[src/rtl/gpr_pkg.sv]
package gpr_pkg;
  localparam int unsigned GPR_DATA_W = 12;
  localparam int unsigned GPR_ADDR_W = 2;
  localparam int unsigned GPR_HDR_W  = GPR_ADDR_W + 2;

  typedef enum logic [GPR_ADDR_W-1:0] {
    ADR_GP0 = 2'b10,
    ADR_GP1 = 2'b11
  } gpr_addr_e;
endpackage

[src/rtl/gpr_shift_rx.sv]
module gpr_shift_rx #(
  parameter int unsigned FRAME_W = 16,
  parameter int unsigned CNT_W   = 5
) (
  input  logic               clk_i,
  input  logic               rst_ni,
  input  logic               sck_i,
  input  logic               csn_i,
  input  logic               mosi_i,
  output logic               sck_fall_o,
  output logic [CNT_W-1:0]   cnt_o,
  output logic [FRAME_W-1:0] frame_o,
  output logic               done_o
);
  localparam logic [CNT_W-1:0] CNT_FULL = CNT_W'(FRAME_W);
  localparam logic [CNT_W-1:0] CNT_MAX  = CNT_W'(FRAME_W + 1);

  logic sck_q, csn_q, sck_rise;

  assign sck_rise   = sck_i & ~sck_q & ~csn_i;
  assign sck_fall_o = ~sck_i & sck_q & ~csn_i;
  assign done_o     = csn_i & ~csn_q & (cnt_o == CNT_FULL);

  always_ff @(posedge clk_i or negedge rst_ni) begin
    if (!rst_ni) begin
      sck_q   <= 1'b0;
      csn_q   <= 1'b1;
      cnt_o   <= '0;
      frame_o <= '0;
    end else begin
      sck_q <= sck_i;
      csn_q <= csn_i;
      if (csn_i) begin
        cnt_o <= '0;
      end else if (sck_rise) begin
        frame_o <= {frame_o[FRAME_W-2:0], mosi_i};
        // saturate one past full so long frames stay invalid
        if (cnt_o != CNT_MAX) cnt_o <= cnt_o + 1'b1;
      end
    end
  end
endmodule

[src/rtl/gpr_regfile.sv]
module gpr_regfile #(
  parameter int unsigned DATA_W              = 12,
  parameter int unsigned TYPE_W              = 7,
  parameter int unsigned VER_W               = 4,
  parameter logic [TYPE_W-1:0] DEV_TYPE      = 7'h2C,
  parameter logic [VER_W-1:0]  DEV_VER       = 4'h3,
  parameter logic [DATA_W-1:0] GP1_INIT      = '0
) (
  input  logic              clk_i,
  input  logic              rst_ni,
  input  logic              wr_i,
  input  logic              sel1_i,
  input  logic [DATA_W-1:0] wdata_i,
  output logic [DATA_W-1:0] gp0_o,
  output logic [DATA_W-1:0] gp1_o
);
  localparam int unsigned ID_W = DATA_W - 1;
  localparam logic [ID_W-1:0] ID_CODE = {DEV_TYPE, DEV_VER};

  always_ff @(posedge clk_i or negedge rst_ni) begin
    if (!rst_ni) begin
      gp0_o <= {1'b0, ID_CODE};
      gp1_o <= GP1_INIT;
    end else if (wr_i) begin
      if (sel1_i) gp1_o <= wdata_i;
      else        gp0_o <= {1'b1, wdata_i[ID_W-1:0]};  // flag set on any write
    end
  end
endmodule

[src/rtl/gpr_readout.sv]
module gpr_readout #(
  parameter int unsigned DATA_W = 12,
  parameter int unsigned HDR_W  = 4,
  parameter int unsigned CNT_W  = 5
) (
  input  logic              clk_i,
  input  logic              rst_ni,
  input  logic              csn_i,
  input  logic              sck_fall_i,
  input  logic [CNT_W-1:0]  cnt_i,
  input  logic [HDR_W-1:0]  hdr_i,
  input  logic [DATA_W-1:0] gp0_i,
  input  logic [DATA_W-1:0] gp1_i,
  input  logic [DATA_W-1:0] alt_cfg_i,
  input  logic [DATA_W-1:0] alt_phy_i,
  output logic              miso_o,
  output logic              oe_o
);
  localparam int unsigned FRAME_W = HDR_W + DATA_W;
  localparam logic [CNT_W-1:0] CNT_HDR  = CNT_W'(HDR_W);
  localparam logic [CNT_W-1:0] CNT_LAST = CNT_W'(FRAME_W - 1);

  logic              hit, sel1, own;
  logic [DATA_W-1:0] word, tx_q;

  // header: {a1, a0, read-select, read-only}
  assign hit  = hdr_i[HDR_W-1];
  assign sel1 = hdr_i[HDR_W-2];
  assign own  = hdr_i[1];

  always_comb begin
    if (sel1) word = own ? gp1_i : alt_phy_i;
    else      word = own ? gp0_i : alt_cfg_i;
  end

  always_ff @(posedge clk_i or negedge rst_ni) begin
    if (!rst_ni) begin
      oe_o <= 1'b0;
      tx_q <= '0;
    end else if (csn_i) begin
      oe_o <= 1'b0;
      tx_q <= '0;
    end else if (sck_fall_i) begin
      if (cnt_i == CNT_HDR && hit) begin
        oe_o <= 1'b1;
        tx_q <= word;
      end else if (oe_o && cnt_i > CNT_HDR && cnt_i <= CNT_LAST) begin
        tx_q <= {tx_q[DATA_W-2:0], 1'b0};
      end
    end
  end

  assign miso_o = oe_o & tx_q[DATA_W-1];
endmodule

[src/rtl/gpr_serial_pair.sv]
module gpr_serial_pair
  import gpr_pkg::*;
#(
  parameter int unsigned DATA_W         = GPR_DATA_W,
  parameter int unsigned TYPE_W         = 7,
  parameter int unsigned VER_W          = 4,
  parameter logic [TYPE_W-1:0] DEV_TYPE = 7'h2C,
  parameter logic [VER_W-1:0]  DEV_VER  = 4'h3,
  parameter logic [DATA_W-1:0] GP1_INIT = '0
) (
  input  logic              clk_i,
  input  logic              rst_ni,
  input  logic              sck_i,
  input  logic              csn_i,
  input  logic              mosi_i,
  input  logic [DATA_W-1:0] alt_cfg_i,
  input  logic [DATA_W-1:0] alt_phy_i,
  output logic              miso_o,
  output logic              miso_oe_o
);
  localparam int unsigned HDR_W   = GPR_HDR_W;
  localparam int unsigned FRAME_W = HDR_W + DATA_W;
  localparam int unsigned CNT_W   = $clog2(FRAME_W + 2);

  logic               sck_fall, frame_done, wr_en;
  logic [CNT_W-1:0]   rx_cnt;
  logic [FRAME_W-1:0] rx_frame;
  logic [DATA_W-1:0]  gp0_q, gp1_q;
  gpr_addr_e          frame_addr;

  gpr_shift_rx #(.FRAME_W(FRAME_W), .CNT_W(CNT_W)) u_rx (
    .clk_i, .rst_ni, .sck_i, .csn_i, .mosi_i,
    .sck_fall_o (sck_fall),
    .cnt_o      (rx_cnt),
    .frame_o    (rx_frame),
    .done_o     (frame_done)
  );

  assign frame_addr = gpr_addr_e'(rx_frame[FRAME_W-1 -: GPR_ADDR_W]);
  // write only on a complete, addressed, writable frame
  assign wr_en = frame_done && rx_frame[FRAME_W-1] && !rx_frame[DATA_W];

  gpr_regfile #(
    .DATA_W(DATA_W), .TYPE_W(TYPE_W), .VER_W(VER_W),
    .DEV_TYPE(DEV_TYPE), .DEV_VER(DEV_VER), .GP1_INIT(GP1_INIT)
  ) u_regs (
    .clk_i, .rst_ni,
    .wr_i    (wr_en),
    .sel1_i  (frame_addr == ADR_GP1),
    .wdata_i (rx_frame[DATA_W-1:0]),
    .gp0_o   (gp0_q),
    .gp1_o   (gp1_q)
  );

  gpr_readout #(.DATA_W(DATA_W), .HDR_W(HDR_W), .CNT_W(CNT_W)) u_out (
    .clk_i, .rst_ni, .csn_i,
    .sck_fall_i (sck_fall),
    .cnt_i      (rx_cnt),
    .hdr_i      (rx_frame[HDR_W-1:0]),
    .gp0_i      (gp0_q),
    .gp1_i      (gp1_q),
    .alt_cfg_i, .alt_phy_i,
    .miso_o,
    .oe_o       (miso_oe_o)
  );
endmodule

[config.mk]
export PLATFORM = sky130hd
export DESIGN_NAME = gpr_serial_pair
export DESIGN_NICKNAME = d
export VERILOG_FILES = /design/src/rtl/gpr_pkg.sv /design/src/rtl/gpr_shift_rx.sv /design/src/rtl/gpr_regfile.sv /design/src/rtl/gpr_readout.sv /design/src/rtl/gpr_serial_pair.sv
export SDC_FILE = /design/constraint.sdc
export NUM_CORES = 1
export LEC_CHECK = 0
export BUFFER_PORTS_ARGS = -buffer_cell sky130_fd_sc_hd__buf_2
export CAP_MARGIN = 25
export CORE_UTILIZATION = 39
export DETAILED_ROUTE_END_ITERATION = 10
export PLACE_DENSITY = 0.65
export REMOVE_ABC_BUFFERS = 1
export SYNTH_ARGS = -nofsm -noshare
export SYNTH_HDL_FRONTEND = slang
export SYNTH_SLANG_ARGS = --single-unit
[constraint.sdc]
create_clock -name clk_i -period 2.33 [get_ports clk_i]
set_input_delay 0.466 -clock clk_i [delete_from_list [all_inputs] [get_ports clk_i]]
set_output_delay 0.466 -clock clk_i [all_outputs]
set_load 0.05 [all_outputs]
# Word level (Yosys, flattened, before mapping)
# Index checks and enable logic that the tools add are counted.
[classes]
n_lt_le_gt_ge = 2
eq_ne = 4
muxes = 13
n_reduce_logical = 17
n_bitwise = 12
add_sub_neg = 1
[ops]
columns = ["operator", "count"]
rows = [
  ["12-bit 2-to-1 mux", 7],
  ["5-bit 2-to-1 mux", 3],
  ["2-bit AND reduction", 6],
  ["2-bit nonzero test", 4],
  ["1-bit AND", 7],
  ["5-bit by 1-bit adder with 5-bit output, second input constant", 1],
  ["5-bit by 3-bit == test with 1-bit output, second input constant", 1],
  ["5-bit == test, second input constant", 1],
  ["5-bit by 3-bit > comparator with 1-bit output, second input constant", 1],
  ["5-bit by 4-bit <= comparator with 1-bit output, second input constant", 1],
  ["1-bit logical AND", 5],
  ["5-bit inequality test, second input constant", 1],
  ["1-bit NOT", 5],
  ["1-bit 2-to-1 mux", 3],
  ["3-bit nonzero test", 1],
  ["2-bit == test, second input constant", 1],
  ["1-bit zero test", 1],
]
[word_totals]
regBits = 60
output_inout_bits = 2

# Logic depth before layout (Yosys ltp)
[logic_depth]
word_depth = 7
ltp_mapped = 8
depth_no_buf = 7

# Cells and area by module
# Synthesis repeated with hierarchy kept, for this count alone.
[hier_totals]
cells_unflattened = 191
area_unflattened_um2 = 2944.1
[modules_own_cells]
columns = ["mod", "seq_area_each_um2", "cells_per_inst", "area_per_inst_um2", "instances"]
rows = [
  ["gpr_shift_rx", 576.8, 72, 1019.7, 1],
  ["gpr_readout", 325.3, 65, 954.7, 1],
  ["gpr_regfile", 606.8, 52, 954.7, 1],
  ["gpr_serial_pair", 0.0, 2, 15.0, 1],
]

# Worst setup path before layout
# No wires, ideal clock.
[synth_timing]
kind = "flip-flop to flip-flop"
startpoint = "reg u_rx.cnt_o[0]"
endpoint = "reg u_out.tx_q[10]"
n_path_buf = 1
arrival_time_ps = 1837
slack_ps = 368
stages_incl_launch_ff = 9
cell_sequence = "dfrtp_1 ha_1 and3_1 ha_1 o21ai_0 o31ai_2 o21ai_2 buf_6 mux2_4"
[synth_between]
elab_chain_len = 5
elab_cells_between_ends = 11
cone_classes = "order compare (2); eq/ne (1); mux (3); reduce/logical (5)"
[synth_rtl]
columns = ["item", "line", "rtl"]
rows = [
  ["start: declaration", "gpr_shift_rx.sv:11", "output logic [CNT_W-1:0] cnt_o,"],
  ["start signal: assignment", "gpr_shift_rx.sv:38", "if (cnt_o != CNT_MAX) cnt_o <= cnt_o + 1'b1;"],
  ["5-bit by 3-bit > comparator with 1-bit output / 5-bit by 3-bit == test with 1-bit output (equally long branches)", "gpr_readout.sv:47, gpr_readout.sv:44", ""],
  ["1-bit logical AND, on equally long branches", "gpr_readout.sv:47, gpr_readout.sv:44", ""],
  ["1-bit logical AND / 12-bit 2-to-1 mux (equally long branches)", "gpr_readout.sv:47, gpr_readout.sv:44", ""],
  ["3-bit nonzero test (no source line) / 12-bit 2-to-1 mux (equally long branches)", "n/a", ""],
  ["2-bit AND reduction (no source line) / 12-bit 2-to-1 mux (equally long branches)", "n/a", ""],
  ["end signal: assignment", "gpr_readout.sv:46", "tx_q <= word;"],
  ["end signal: assignment", "gpr_readout.sv:48", "tx_q <= {tx_q[DATA_W-2:0], 1'b0};"],
  ["end: declaration", "gpr_readout.sv:24", "logic [DATA_W-1:0] word, tx_q;"],
]
# Several ways; a longest one is shown, not always the timed one. The select of a mux whose other input is x is not followed.
# A chain may end at the register's enable or synchronous reset.

# Worst setup path after layout
[layout_timing]
startpoint = "reg u_rx.cnt_o[0]"
endpoint = "reg u_out.tx_q[7]"
# The elaborated chain is that of the path after synthesis.

==> impl_metrics.yaml <==
power:
  peakVddDrop_mv: 0.361
  powerDensity_nw_per_um2: 781
  leakagePower_nw: 1.66
synth:
  yosysTopAreaCell: "dfrtp_1"
  ys_ff_latch: 60
  ys.flop_type: "dfrtp_1"
  netlist_area_um2: 2960
  synth_cells: 195
  synth-seq-area-share: 0.510
  synth_top_area_share: 0.457
  synth.avg_cell_area_um2: 15.2
  synth_edf_count: 0
  synth_warnings: 0
  synthArstFlopShare: 1.00
  yosysUniqueCellTypes: 41
  synth_area_leaders: "dfrtp_1 (46%), mux2_2 (11%), mux2_4 (9.6%), mux4_2 (6.9%), dfstp_2 (5.3%)"
critical_path:
  endpoint: "u_out.tx_q[7]"
  critPathRequiredTime_ps: 2550
  endpoint_kind: "register"
  crit_arrival_ps: 2330
  r2r_start: "u_rx.cnt_o[0]"
  startpoint_type: "register"
  rr_worst_depth: 7
  critPathMaxFanout: 12
  worst-r2r-setup-slack_ps: 220
  path_class: "register to register"
  critPathLaunch: "u_rx.cnt_o[0]"
  reg2reg_to: "u_out.tx_q[7]"
clock_tree:
  insertion_delay_ps: 340
  cts_buffer_depth: 2
  htreeDepth: 3
  numCtsBuffers: 9
  clock-sinks: 60
  cts-hold-fix-buffers: 0
  clkTransAtPathRegs_ps: 70
  cts_root_buf: "clkbuf_8"
  cts_tree: "yes"
detailed_routing:
  via_count: 1710
  ant_nets: 0
  drcViolationCount: 0
  dr.first_iter.drc_count: 120
  vias_per_cell: 5.09
  drtPass1Iterations: 4
  routedWlPerCell_um: 16.0
  routed_wl_um: 5380
run_status:
  status: "finished, final reports clean"
placed_design:
  io_buffers: 30
  place.gp.congestion: 0.786
  hpwl_um: 3590
  placedCellCount: 320
sta:
  hold_violations: 0
  setup_viol: 0
  skew_ps: 13.5
  fin_crit_ps: 2110
  post-route-period-util: 0.905
  worstMarginPinSlew_ps: 751
  maxSlewViolCount: 0
  max_slew_margin: 0.500
  setup_tns_ps: 0
  rsz0062_at_grt: "false"
  max_freq_mhz: 474
finish:
  fin_nets: 265
  final_cell_count_no_fill: 336
  seq_area_um2: 1510
  multiInputGateArea_um2: 1340
  layout-drive-gt1-share: 0.523
  fillers: 664
  antenna_cells: 0
  area_delta_synth_final_pct: 15.9
global_routing:
  grt_first_pass_wirelength_um: 8770
  overflow: 0
  grt_max_degree: 61
  grt_pass1_vias: 1684
  grtUsageTotal: 0.154
  grt_antenna_before_repair: 0
floorplan:
  die_h_um: 89.1
  top_level_ports: 31
  std_cell_rows: 31
  core_um2: 7290
  start_util: 0.406
  die_x_um: 89.1
  die_area_um2: 7940
worst_hold_path:
  min_path_type: "input pin to async pin"
flow_run:
  drv_cap: 0
Yosys cell counts, types with 2 or more instances:
cell type   n
a21oi_1     2
a22o_1     12
buf_2       3
buf_6       4
clkbuf_1    2
dfrtp_1    54
dfstp_2     6
ha_1        4
inv_1       6
mux2_2     30
mux2_4     19
mux4_1      3
mux4_2      9
nand2_1     4
nand2b_1    2
nand3_1     2
nand4_1     2
nor2_1      7
o21ai_0     2
flip-flops by register name, summed over array words and instances, names as in the netlist:
name / cells
u_rx.frame_o: 16
u_out.tx_q: 12
u_regs.gp0_o: 12
u_regs.gp1_o: 12
u_rx.cnt_o: 5
u_out.oe_o: 1
u_rx.csn_q: 1
u_rx.sck_q: 1
metal layers:
metal / wire [um] / track usage / share of wire
met3: 183 / 0.0351 / 0.034
met2: 2350 / 0.214 / 0.44
met4: 127 / 0.0909 / 0.024
met1: 2720 / 0.221 / 0.50
met5: 0 / 0 / 0
kinds of logic (layout without fill, tap and decap cells):
| kind of cell | Yosys count | after routing | synth area share |
|---|---|---|---|
| AO/OA/AOI/OAI | 22 | 22 | 0.0601 |
| XOR/XNOR | 2 | 2 | 0.00592 |
| adder cells (fa/ha/maj) | 4 | 4 | 0.0169 |
| buffers and inverters | 18 | 60 | 0.0410 |
| flip-flops | 60 | 60 | 0.510 |
| multiplexers | 63 | 63 | 0.313 |
| AND/OR/NAND/NOR | 26 | 26 | 0.0529 |
how the worst min path moves through the flow:
stage                             to              from  slack [ps]  cells after the start
finish               u_regs.gp1_o[5]            rst_ni         260                      2
global route              u_rx.sck_q             sck_i         260                      1
CTS                       u_rx.sck_q             sck_i         260                      1
floorplan                 u_out.oe_o            rst_ni         170                      0
global placement    u_regs.gp0_o[11]  u_regs.gp0_o[11]         450                      1
detailed placement  u_regs.gp0_o[11]  u_regs.gp0_o[11]         450                      1
timing repair:
item | 4_1_cts | 5_1_grt
setup buffers | 0 | 0
resized for setup | 0 | 1
setup endpoints to repair | 0 | 2
layout by cell type (no fill, tap or decap), types with 3 or more instances in the layout:
cell	instances
mux2_4	19
buf_4	8
nand2_1	4
buf_2	30
mux4_2	9
a22o_1	12
inv_1	6
dfrtp_1	54
nor2_1	7
clkbuf_8	11
mux4_1	3
dfstp_2	6
mux2_2	30
ha_1	4
per-stage QoR:
stage | cell area [um2] | setup slack [ps] | power [mW] | util | hold slack, ps
after detailed placement | 3190 | 125 | 1.64 | 0.438 | 449
after global routing | 3430 | 68.6 | 2.81 | 0.470 | 259
after floorplan | 2860 | 68.7 | 1.47 | - | 170
after CTS | 3420 | 118 | 2.71 | 0.469 | 258
after global placement | 3190 | 173 | 1.63 | 0.438 | 453
final | 3430 | 222 | 2.68 | 0.470 | 265
power breakdown:
group / internal [mW] / switching, mW
combinational: 0.226 / 0.134
sequential: 1.12 / 0.133
clock: 0.659 / 0.408
cell type report:
class	instances	share of cell area
multi-input cells	117	0.389
well taps	99	0.0361
repair buffers	38	0.0613
clock buffers	12	0.0453
flip-flops and latches	60	0.440
inverters	6	0.00657
clock inverters	4	0.0212
worst max-delay path, stage by stage (launching register included):
cell and delay, ps:
dfrtp_1 440, ha_1 240, and3_1 180, ha_1 180
o21ai_0 220, o31ai_2 110, o21ai_4 230, mux2_2 400
(Power assumes the default switching activity.)
